==> src/rtl/tsb_pkg.sv <==
package tsb_pkg;

  // Address decode of the register port
  localparam int ADDR_W      = 5;
  localparam int A_PTR_BIT   = 4;  // 1: pointer read
  localparam int A_SIDE_BIT  = 3;  // 0: data, 1: instruction
  localparam int A_SET_BIT   = 2;  // 0: context zero, 1: nonzero context
  localparam int A_SLOT_BIT  = 0;  // pointer slot in pointer space

  // Fixed field positions of the tag and base registers
  localparam int CTX_W       = 13;
  localparam int SPLIT_POS   = 12;
  localparam int IDX_LSB     = 4;
  localparam int SHIFT_BASE  = 9;

  // Position of the slot-1 page code in the config register
  localparam int PS1_LSB     = 8;

  localparam int N_SIDES     = 2;
  localparam int N_SETS      = 2 * N_SIDES;
  localparam int N_KINDS     = 3;
  localparam int N_REGS      = N_SETS * N_KINDS;

  typedef enum logic [1:0] {
    KIND_BASE0 = 2'd0,
    KIND_BASE1 = 2'd1,
    KIND_CFG   = 2'd2,
    KIND_RSVD  = 2'd3
  } reg_kind_e;

endpackage

==> src/rtl/tsb_cfg_regs.sv <==
module tsb_cfg_regs
  import tsb_pkg::*;
#(
  parameter int DATA_W = 64,
  parameter int SZ_W   = 4,
  parameter int PS_W   = 3,
  localparam int HI_W  = DATA_W - CTX_W
) (
  input  logic                          clk,
  input  logic                          rst_n,
  input  logic                          wr_en,
  input  logic [ADDR_W-1:0]             wr_addr,
  input  logic [DATA_W-1:0]             wr_data,
  input  logic [ADDR_W-1:0]             rd_addr,
  output logic [DATA_W-1:0]             raw_rd_o,
  output logic [N_SETS-1:0][HI_W-1:0]   base_hi_o [2],
  output logic [N_SETS-1:0]             split_o,
  output logic [N_SETS-1:0][SZ_W-1:0]   sz_o [2],
  output logic [N_SETS-1:0][PS_W-1:0]   ps_o [2]
);

  localparam int IDX_W = $clog2(N_REGS);

  logic [N_REGS-1:0][DATA_W-1:0] regs_q;
  logic [N_REGS-1:0][DATA_W-1:0] regs_d;
  logic                          wr_hit;
  logic [IDX_W-1:0]              wr_idx;
  logic [IDX_W-1:0]              rd_idx;
  reg_kind_e                     wr_kind;
  reg_kind_e                     rd_kind;

  function automatic logic [IDX_W-1:0] reg_index(input logic side,
                                                 input logic set_nz,
                                                 input logic [1:0] kind);
    int unsigned v;
    v = ({31'd0, side} * 2 + {31'd0, set_nz}) * N_KINDS + {30'd0, kind};
    return IDX_W'(v);
  endfunction

  // Write decode
  always_comb begin
    wr_kind = reg_kind_e'(wr_addr[1:0]);
    wr_hit  = wr_en && !wr_addr[A_PTR_BIT] && (wr_kind != KIND_RSVD);
    wr_idx  = reg_index(wr_addr[A_SIDE_BIT], wr_addr[A_SET_BIT], wr_addr[1:0]);
  end

  // Next state
  always_comb begin
    regs_d = regs_q;
    if (wr_hit) begin
      regs_d[wr_idx] = wr_data;
    end
  end

  // Register process with explicit enable
  always_ff @(posedge clk or negedge rst_n) begin
    if (!rst_n) begin
      regs_q <= '0;
    end else if (wr_hit) begin
      regs_q <= regs_d;
    end
  end

  // Raw register read (pointer space handled at the top)
  always_comb begin
    rd_kind  = reg_kind_e'(rd_addr[1:0]);
    rd_idx   = reg_index(rd_addr[A_SIDE_BIT], rd_addr[A_SET_BIT], rd_addr[1:0]);
    raw_rd_o = '0;
    if (rd_kind != KIND_RSVD) begin
      raw_rd_o = regs_q[rd_idx];
    end
  end

  // Field extraction per set and slot
  for (genvar gs = 0; gs < N_SETS; gs++) begin : g_set
    localparam int B0 = gs * N_KINDS + int'(KIND_BASE0);
    localparam int B1 = gs * N_KINDS + int'(KIND_BASE1);
    localparam int CF = gs * N_KINDS + int'(KIND_CFG);
    assign base_hi_o[0][gs] = regs_q[B0][DATA_W-1:CTX_W];
    assign base_hi_o[1][gs] = regs_q[B1][DATA_W-1:CTX_W];
    assign sz_o[0][gs]      = regs_q[B0][SZ_W-1:0];
    assign sz_o[1][gs]      = regs_q[B1][SZ_W-1:0];
    assign split_o[gs]      = regs_q[B1][SPLIT_POS];
    assign ps_o[0][gs]      = regs_q[CF][PS_W-1:0];
    assign ps_o[1][gs]      = regs_q[CF][PS1_LSB+PS_W-1:PS1_LSB];
  end


  wr_land_chk: assert property (@(posedge clk) disable iff (!rst_n)
    wr_hit |=> regs_q[$past(wr_idx)] == $past(wr_data));


  ignored_wr_chk: assert property (@(posedge clk) disable iff (!rst_n)
    (wr_en && !wr_hit) |=> $stable(regs_q));

endmodule

==> src/rtl/tsb_ptr_calc.sv <==
module tsb_ptr_calc
  import tsb_pkg::*;
#(
  parameter int DATA_W   = 64,
  parameter int SZ_W     = 4,
  parameter int PS_W     = 3,
  parameter bit IS_SLOT1 = 1'b0,
  localparam int HI_W    = DATA_W - CTX_W,
  localparam int SH_W    = $clog2(DATA_W) + 2,
  localparam int MAX_SZ  = DATA_W - CTX_W - 1
) (
  input  logic [DATA_W-1:0] tag_i,
  input  logic [HI_W-1:0]   hi_z_i,
  input  logic [HI_W-1:0]   hi_nz_i,
  input  logic              split_z_i,
  input  logic              split_nz_i,
  input  logic [SZ_W-1:0]   sz_z_i,
  input  logic [SZ_W-1:0]   sz_nz_i,
  input  logic [PS_W-1:0]   ps_z_i,
  input  logic [PS_W-1:0]   ps_nz_i,
  output logic [DATA_W-1:0] ptr_o
);

  logic              ctx_zero;
  logic [HI_W-1:0]   hi_sel;
  logic              split_sel;
  logic [SZ_W-1:0]   sz_raw;
  logic [PS_W-1:0]   ps_sel;
  logic [SH_W-1:0]   sz_eff;
  logic [SH_W-1:0]   top_pos;
  logic [SH_W-1:0]   shamt;
  logic [DATA_W-1:0] idx_val;
  logic [DATA_W-1:0] idx_mask;
  logic [DATA_W-1:0] split_bit;

  // Set selection on the context field
  always_comb begin
    ctx_zero  = (tag_i[CTX_W-1:0] == '0);
    hi_sel    = ctx_zero ? hi_z_i    : hi_nz_i;
    split_sel = ctx_zero ? split_z_i : split_nz_i;
    sz_raw    = ctx_zero ? sz_z_i    : sz_nz_i;
    ps_sel    = ctx_zero ? ps_z_i    : ps_nz_i;
  end

  // Table size, saturated so the split bit stays inside the word
  always_comb begin
    if (SH_W'(sz_raw) > SH_W'(MAX_SZ)) begin
      sz_eff = SH_W'(MAX_SZ);
    end else begin
      sz_eff = SH_W'(sz_raw);
    end
    top_pos = SH_W'(CTX_W) + sz_eff;
    shamt   = SH_W'(SHIFT_BASE) + SH_W'(3) * SH_W'(ps_sel);
  end

  // Index field and split bit
  always_comb begin
    idx_val   = tag_i >> shamt;
    idx_mask  = ((DATA_W'(1) << top_pos) - DATA_W'(1)) &
                ~((DATA_W'(1) << IDX_LSB) - DATA_W'(1));
    split_bit = '0;
    if (IS_SLOT1 && split_sel) begin
      split_bit = DATA_W'(1) << top_pos;
    end
    ptr_o = {hi_sel, {CTX_W{1'b0}}} | (idx_val & idx_mask) | split_bit;
  end

endmodule

==> src/rtl/tsb_ptr_gen.sv <==
module tsb_ptr_gen
  import tsb_pkg::*;
#(
  parameter int DATA_W = 64,
  parameter int SZ_W   = 4,
  parameter int PS_W   = 3
) (
  input  logic              clk,
  input  logic              rst_n,
  input  logic [DATA_W-1:0] tag_access,
  input  logic              wr_en,
  input  logic [4:0]        wr_addr,
  input  logic [DATA_W-1:0] wr_data,
  input  logic              rd_en,
  input  logic [4:0]        rd_addr,
  output logic [DATA_W-1:0] rd_data
);

  localparam int HI_W = DATA_W - CTX_W;
  localparam int N_PTR = N_SIDES * 2;

  logic [1:0]                rst_ff;
  logic                      rst_sync_n;
  logic [DATA_W-1:0]         raw_rd;
  logic [N_SETS-1:0][HI_W-1:0] base_hi [2];
  logic [N_SETS-1:0]         split_v;
  logic [N_SETS-1:0][SZ_W-1:0] sz_v [2];
  logic [N_SETS-1:0][PS_W-1:0] ps_v [2];
  logic [N_PTR-1:0][DATA_W-1:0] ptr_all;
  logic [DATA_W-1:0]         rd_d;
  logic [DATA_W-1:0]         rd_q;

  // Reset: asserted asynchronously, released on the clock
  always_ff @(posedge clk or negedge rst_n) begin
    if (!rst_n) begin
      rst_ff <= 2'b00;
    end else begin
      rst_ff <= {rst_ff[0], 1'b1};
    end
  end
  assign rst_sync_n = rst_ff[1];

  tsb_cfg_regs #(
    .DATA_W (DATA_W),
    .SZ_W   (SZ_W),
    .PS_W   (PS_W)
  ) u_regs (
    .clk       (clk),
    .rst_n     (rst_sync_n),
    .wr_en     (wr_en),
    .wr_addr   (wr_addr),
    .wr_data   (wr_data),
    .rd_addr   (rd_addr),
    .raw_rd_o  (raw_rd),
    .base_hi_o (base_hi),
    .split_o   (split_v),
    .sz_o      (sz_v),
    .ps_o      (ps_v)
  );

  // One calculator per side and slot
  for (genvar gd = 0; gd < N_SIDES; gd++) begin : g_side
    for (genvar gp = 0; gp < 2; gp++) begin : g_slot
      localparam int SZ_SET = gd * 2;
      localparam int NZ_SET = gd * 2 + 1;
      tsb_ptr_calc #(
        .DATA_W   (DATA_W),
        .SZ_W     (SZ_W),
        .PS_W     (PS_W),
        .IS_SLOT1 (gp == 1)
      ) u_calc (
        .tag_i      (tag_access),
        .hi_z_i     (base_hi[gp][SZ_SET]),
        .hi_nz_i    (base_hi[gp][NZ_SET]),
        .split_z_i  (split_v[SZ_SET]),
        .split_nz_i (split_v[NZ_SET]),
        .sz_z_i     (sz_v[gp][SZ_SET]),
        .sz_nz_i    (sz_v[gp][NZ_SET]),
        .ps_z_i     (ps_v[gp][SZ_SET]),
        .ps_nz_i    (ps_v[gp][NZ_SET]),
        .ptr_o      (ptr_all[gd*2+gp])
      );


      split_set_chk: assert property (@(posedge clk) disable iff (!rst_sync_n)
        (gp == 1 && split_v[gd*2 + int'(tag_access[CTX_W-1:0] != '0)] &&
         (int'(sz_v[1][gd*2 + int'(tag_access[CTX_W-1:0] != '0)]) < HI_W))
        |-> ptr_all[gd*2+gp][CTX_W + int'(sz_v[1][gd*2 + int'(tag_access[CTX_W-1:0] != '0)])]);
    end
  end

  // Read data: next state
  always_comb begin
    if (rd_addr[A_PTR_BIT]) begin
      rd_d = ptr_all[{rd_addr[A_SIDE_BIT], rd_addr[A_SLOT_BIT]}];
    end else begin
      rd_d = raw_rd;
    end
  end

  // Read data: register with enable
  always_ff @(posedge clk or negedge rst_sync_n) begin
    if (!rst_sync_n) begin
      rd_q <= '0;
    end else if (rd_en) begin
      rd_q <= rd_d;
    end
  end

  assign rd_data = rd_q;


  rd_hold_chk: assert property (@(posedge clk) disable iff (!rst_sync_n)
    !rd_en |=> $stable(rd_data));


  ptr_align_chk: assert property (@(posedge clk) disable iff (!rst_sync_n)
    (rd_en && rd_addr[A_PTR_BIT]) |=> (rd_data[IDX_LSB-1:0] == '0));

endmodule

==> config.mk <==
export PLATFORM = sky130hd
export DESIGN_NAME = tsb_ptr_gen
export DESIGN_NICKNAME = d
export VERILOG_FILES = /design/src/rtl/tsb_pkg.sv /design/src/rtl/tsb_cfg_regs.sv /design/src/rtl/tsb_ptr_calc.sv /design/src/rtl/tsb_ptr_gen.sv
export SDC_FILE = /design/constraint.sdc
export NUM_CORES = 2
export LEC_CHECK = 0
export ABC_CLOCK_PERIOD_IN_PS = 58800
export BUFFER_PORTS_ARGS = -buffer_cell sky130_fd_sc_hd__buf_2
export CAP_MARGIN = 20
export CORE_AREA = 4 4 396 398
export DETAILED_ROUTE_END_ITERATION = 12
export DIE_AREA = 0 0 400 402
export PLACE_DENSITY_LB_ADDON = 0.3
export SLEW_MARGIN = 0
export SYNTH_ARGS = -nofsm -noshare
export SYNTH_HDL_FRONTEND = slang
export SYNTH_HIERARCHICAL = 1
export SYNTH_SLANG_ARGS = --single-unit
==> constraint.sdc <==
create_clock -name clk -period 58.8 [get_ports clk]
set_clock_uncertainty 0.2 [all_clocks]
set_input_delay 11.76 -clock clk [delete_from_list [all_inputs] [get_ports clk]]
set_output_delay 11.76 -clock clk [all_outputs]
set_load 0.01 [all_outputs]
==> results.toml <==
[yosys]
avgSynthCellArea_um2 = 10.8
synth_cells = 5674
yosysSeqAreaShare_pct = 34.1
synth_area_leader_cell = "dfrtp_1"
ys_async_sr_fraction_pct = 100
synth_common_cells = "834 x dfrtp_1, 770 x nand2_1, 654 x mux2_2"
ys.flop_type = "dfrtp_1"
yosysMostFrequentCell = "dfrtp_1"
yosysWarnings = 6
synth.distinct_cells = 100
synth-edff-count = 0
synthTopCellsByArea = "dfrtp_1 34%, mux2_2 12%, mux4_2 8.6%"
synth_top_area_share_pct = 34.1
synth-seq-cells = 834
netlist_area_mm2 = 0.0611

[sta]
period_needed_ns = 17.51
fin_ws_ns = 41.29
hold_violations = 0
relSlewSlack_pct = 11.2
fin_tns_setup_ns = 0
rsz0062_at_grt = "no"
drv_slew = 0
worstMarginPinSlew_ns = 1.33
period_share_pct = 29.8
setup_viol = 0
max_freq_mhz = 57.1

[placement]
dp.cells = 7087
place_worst_setup_slack_ns = 40.75
dp_hpwl_um = 155000
routabilityCongestion = 1.03
placed_area_mm2 = 0.0590
io_buffers = 205

[die]
die_y_um = 402
start_util_pct = 39.9
rows = 144
dieArea_mm2 = 0.161
ios = 206
core_region_area_mm2 = 0.153
die_x_um = 400

[grt]
grt_max_degree = 159
gr-usage-all-layers_pct = 29.9
grt_pass1_wl_um = 350000
grt_pass1_vias = 46200
antenna_found_initial = 38
grt-ovfl-total = 0

[critical_path]
timing.rr.start = "u_regs/ps_o[0]"
end_kind = "flip-flop"
cp.arrival_ns = 17.95
rr_worst_depth = 16
rrSetupSlack_ns = 51.86
cp_max_fo = 40
crit_required_ns = 59.23
worstSetupPathType = "in2reg"
rr_endpoint = "rd_data[22]"
worst_setup_path_start_kind = "input pin"

[hold_path]
hold_path_class = "reg2reg"
min_from = "rst_ff[0]"
min_to = "rst_ff[1]"
whs_path_depth = 0

[routing]
drc = 0
drt_wl_total_um = 246000
viasPerCell = 6.47
firstDrtPassIters = 9
wl_per_cell_um = 33.9
vias = 47100
drtAntennaViolNets = 0
drt-initial-drc-count = 5645

[clock_tree]
post_cts_buffers = 0
numClockSinks = 834
cts_tree = "built"
cts_htree_levels = 3
clk_pin_slew_worst_paths_ns = 0.06
cts_hold_buffers = 0
clockRootBuffer = "clkbuf_16"
clk_path_buf_depth = 3
cts_resized = 0
cts_buffers = 92
clk_latency_ns = 0.70

[finish]
nets = 5307
fillerInstances = 14700
finalInstanceArea_mm2 = 0.0622
multi_input_area_mm2 = 0.0332
drive_gt1_share_pct = 29.7
seq_area_mm2 = 0.0209
area_delta_synth_final_pct = 1.77
instances_no_fill = 7275

[power_and_ir_drop]
total_power_mw = 3.20
p_leak_nw = 28.3
powerDensity_mw_per_mm2 = 51.4
ir_worst_vdd_mv = 0.0275

[job]
maxCapViolCount = 0

[run_status]
status = "complete, no violations"
-- cells in the final DEF, fill, tap and decap left out, types with 30 or more instances in the layout --
cell,instances
a211oi_1,74
a21oi_1,77
a221o_1,69
a22oi_1,165
and3_1,31
and3b_1,64
buf_2,201
buf_4,106
clkbuf_16,93
dfrtp_1,833
inv_1,119
mux2_1,46
mux2_2,654
mux2_4,120
mux2i_1,468
mux4_2,233
nand2_1,770
nand3_1,37
nor2_1,178
nor3_1,34
o211ai_1,36
o21ai_0,71
o22ai_1,127
o31ai_1,30
-- where the power goes --
group / switching, mW / internal [mW] / leakage (nW)
logic: 0.955 / 0.686 / 15.9
clock network: 0.248 / 0.349 / 1.53
registers: 0.179 / 0.782 / 10.8
-- cells by family (layout without fill, tap and decap cells) --
group           after synthesis  after routing  synth area share [%]
other cells                   5             35                0.0307
mux                        1530           1530                  32.4
buf+inv                    1079            606                  11.8
flops                       834            834                  34.1
fa+ha+maj                    24             24                 0.589
simple gates               1307           1307                  10.1
compound gates              893            893                  10.8
xor+xnor                      2              2                0.0409
-- worst max path at each step --
stage	from	end	slack [ns]	cells past startpoint
floorplan	rst_ff[1]	rd_data[0]	33.63	0
global placement	tag_access[7]	rd_data[22]	40.73	17
detailed placement	tag_access[2]	rd_data[24]	40.75	18
CTS	tag_access[7]	rd_data[22]	41.42	16
global route	tag_access[7]	rd_data[22]	41.13	16
finish	tag_access[7]	rd_data[22]	41.29	16
-- critical path, stage by stage --
cell and delay (ns):
buf_2 0.15, nor4_2 0.39, and4_4 0.37, mux2i_4 0.07, buf_4 0.27, inv_4 0.55
ha_2 0.32, inv_1 0.06, fa_2 1.21, inv_2 0.45, nor3_1 0.80, nand2_1 0.14
and4_1 0.25, o31ai_1 0.61, mux4_2 0.36, a221o_1 0.14
-- layout make-up --
type / count / area share, %
well taps: 2044 / 4.11
clock buffers: 138 / 4.41
clock inverters: 28 / 0.547
flip-flops and latches: 834 / 33.5
repair buffers: 315 / 3.16
diodes: 18 / 0.0724
multi-input cells: 3773 / 53.4
inverters: 125 / 0.770
-- per-layer routing --
metal | up-vias | part of all wire, % | global-route usage [%]
li1 | 19400 | - | -
met1 | 24200 | 41 | 40.5
met2 | 2819 | 43 | 43.9
met3 | 693 | 11 | 8.39
met4 | 32 | 5.6 | 14.5
met5 | - | 0.083 | 0
-- stage by stage --
stage                     utilization (%)  hold slack (ns)
after global routing                 40.6            0.172
after global placement               38.5            0.136
after CTS                            40.5            0.153
final                                40.6            0.149
after floorplan                         -            0.131
after detailed placement             38.5            0.137
-- flip-flops by register name, indices dropped and copies added, names as in the netlist --
signal and count:
u_regs/base_hi_o 408, u_regs/regs_q 300, rd_data 64, u_regs/sz_o 32
u_regs/ps_o 24, u_regs/split_o 4, rst_ff 2
(Power assumes the default switching activity.)
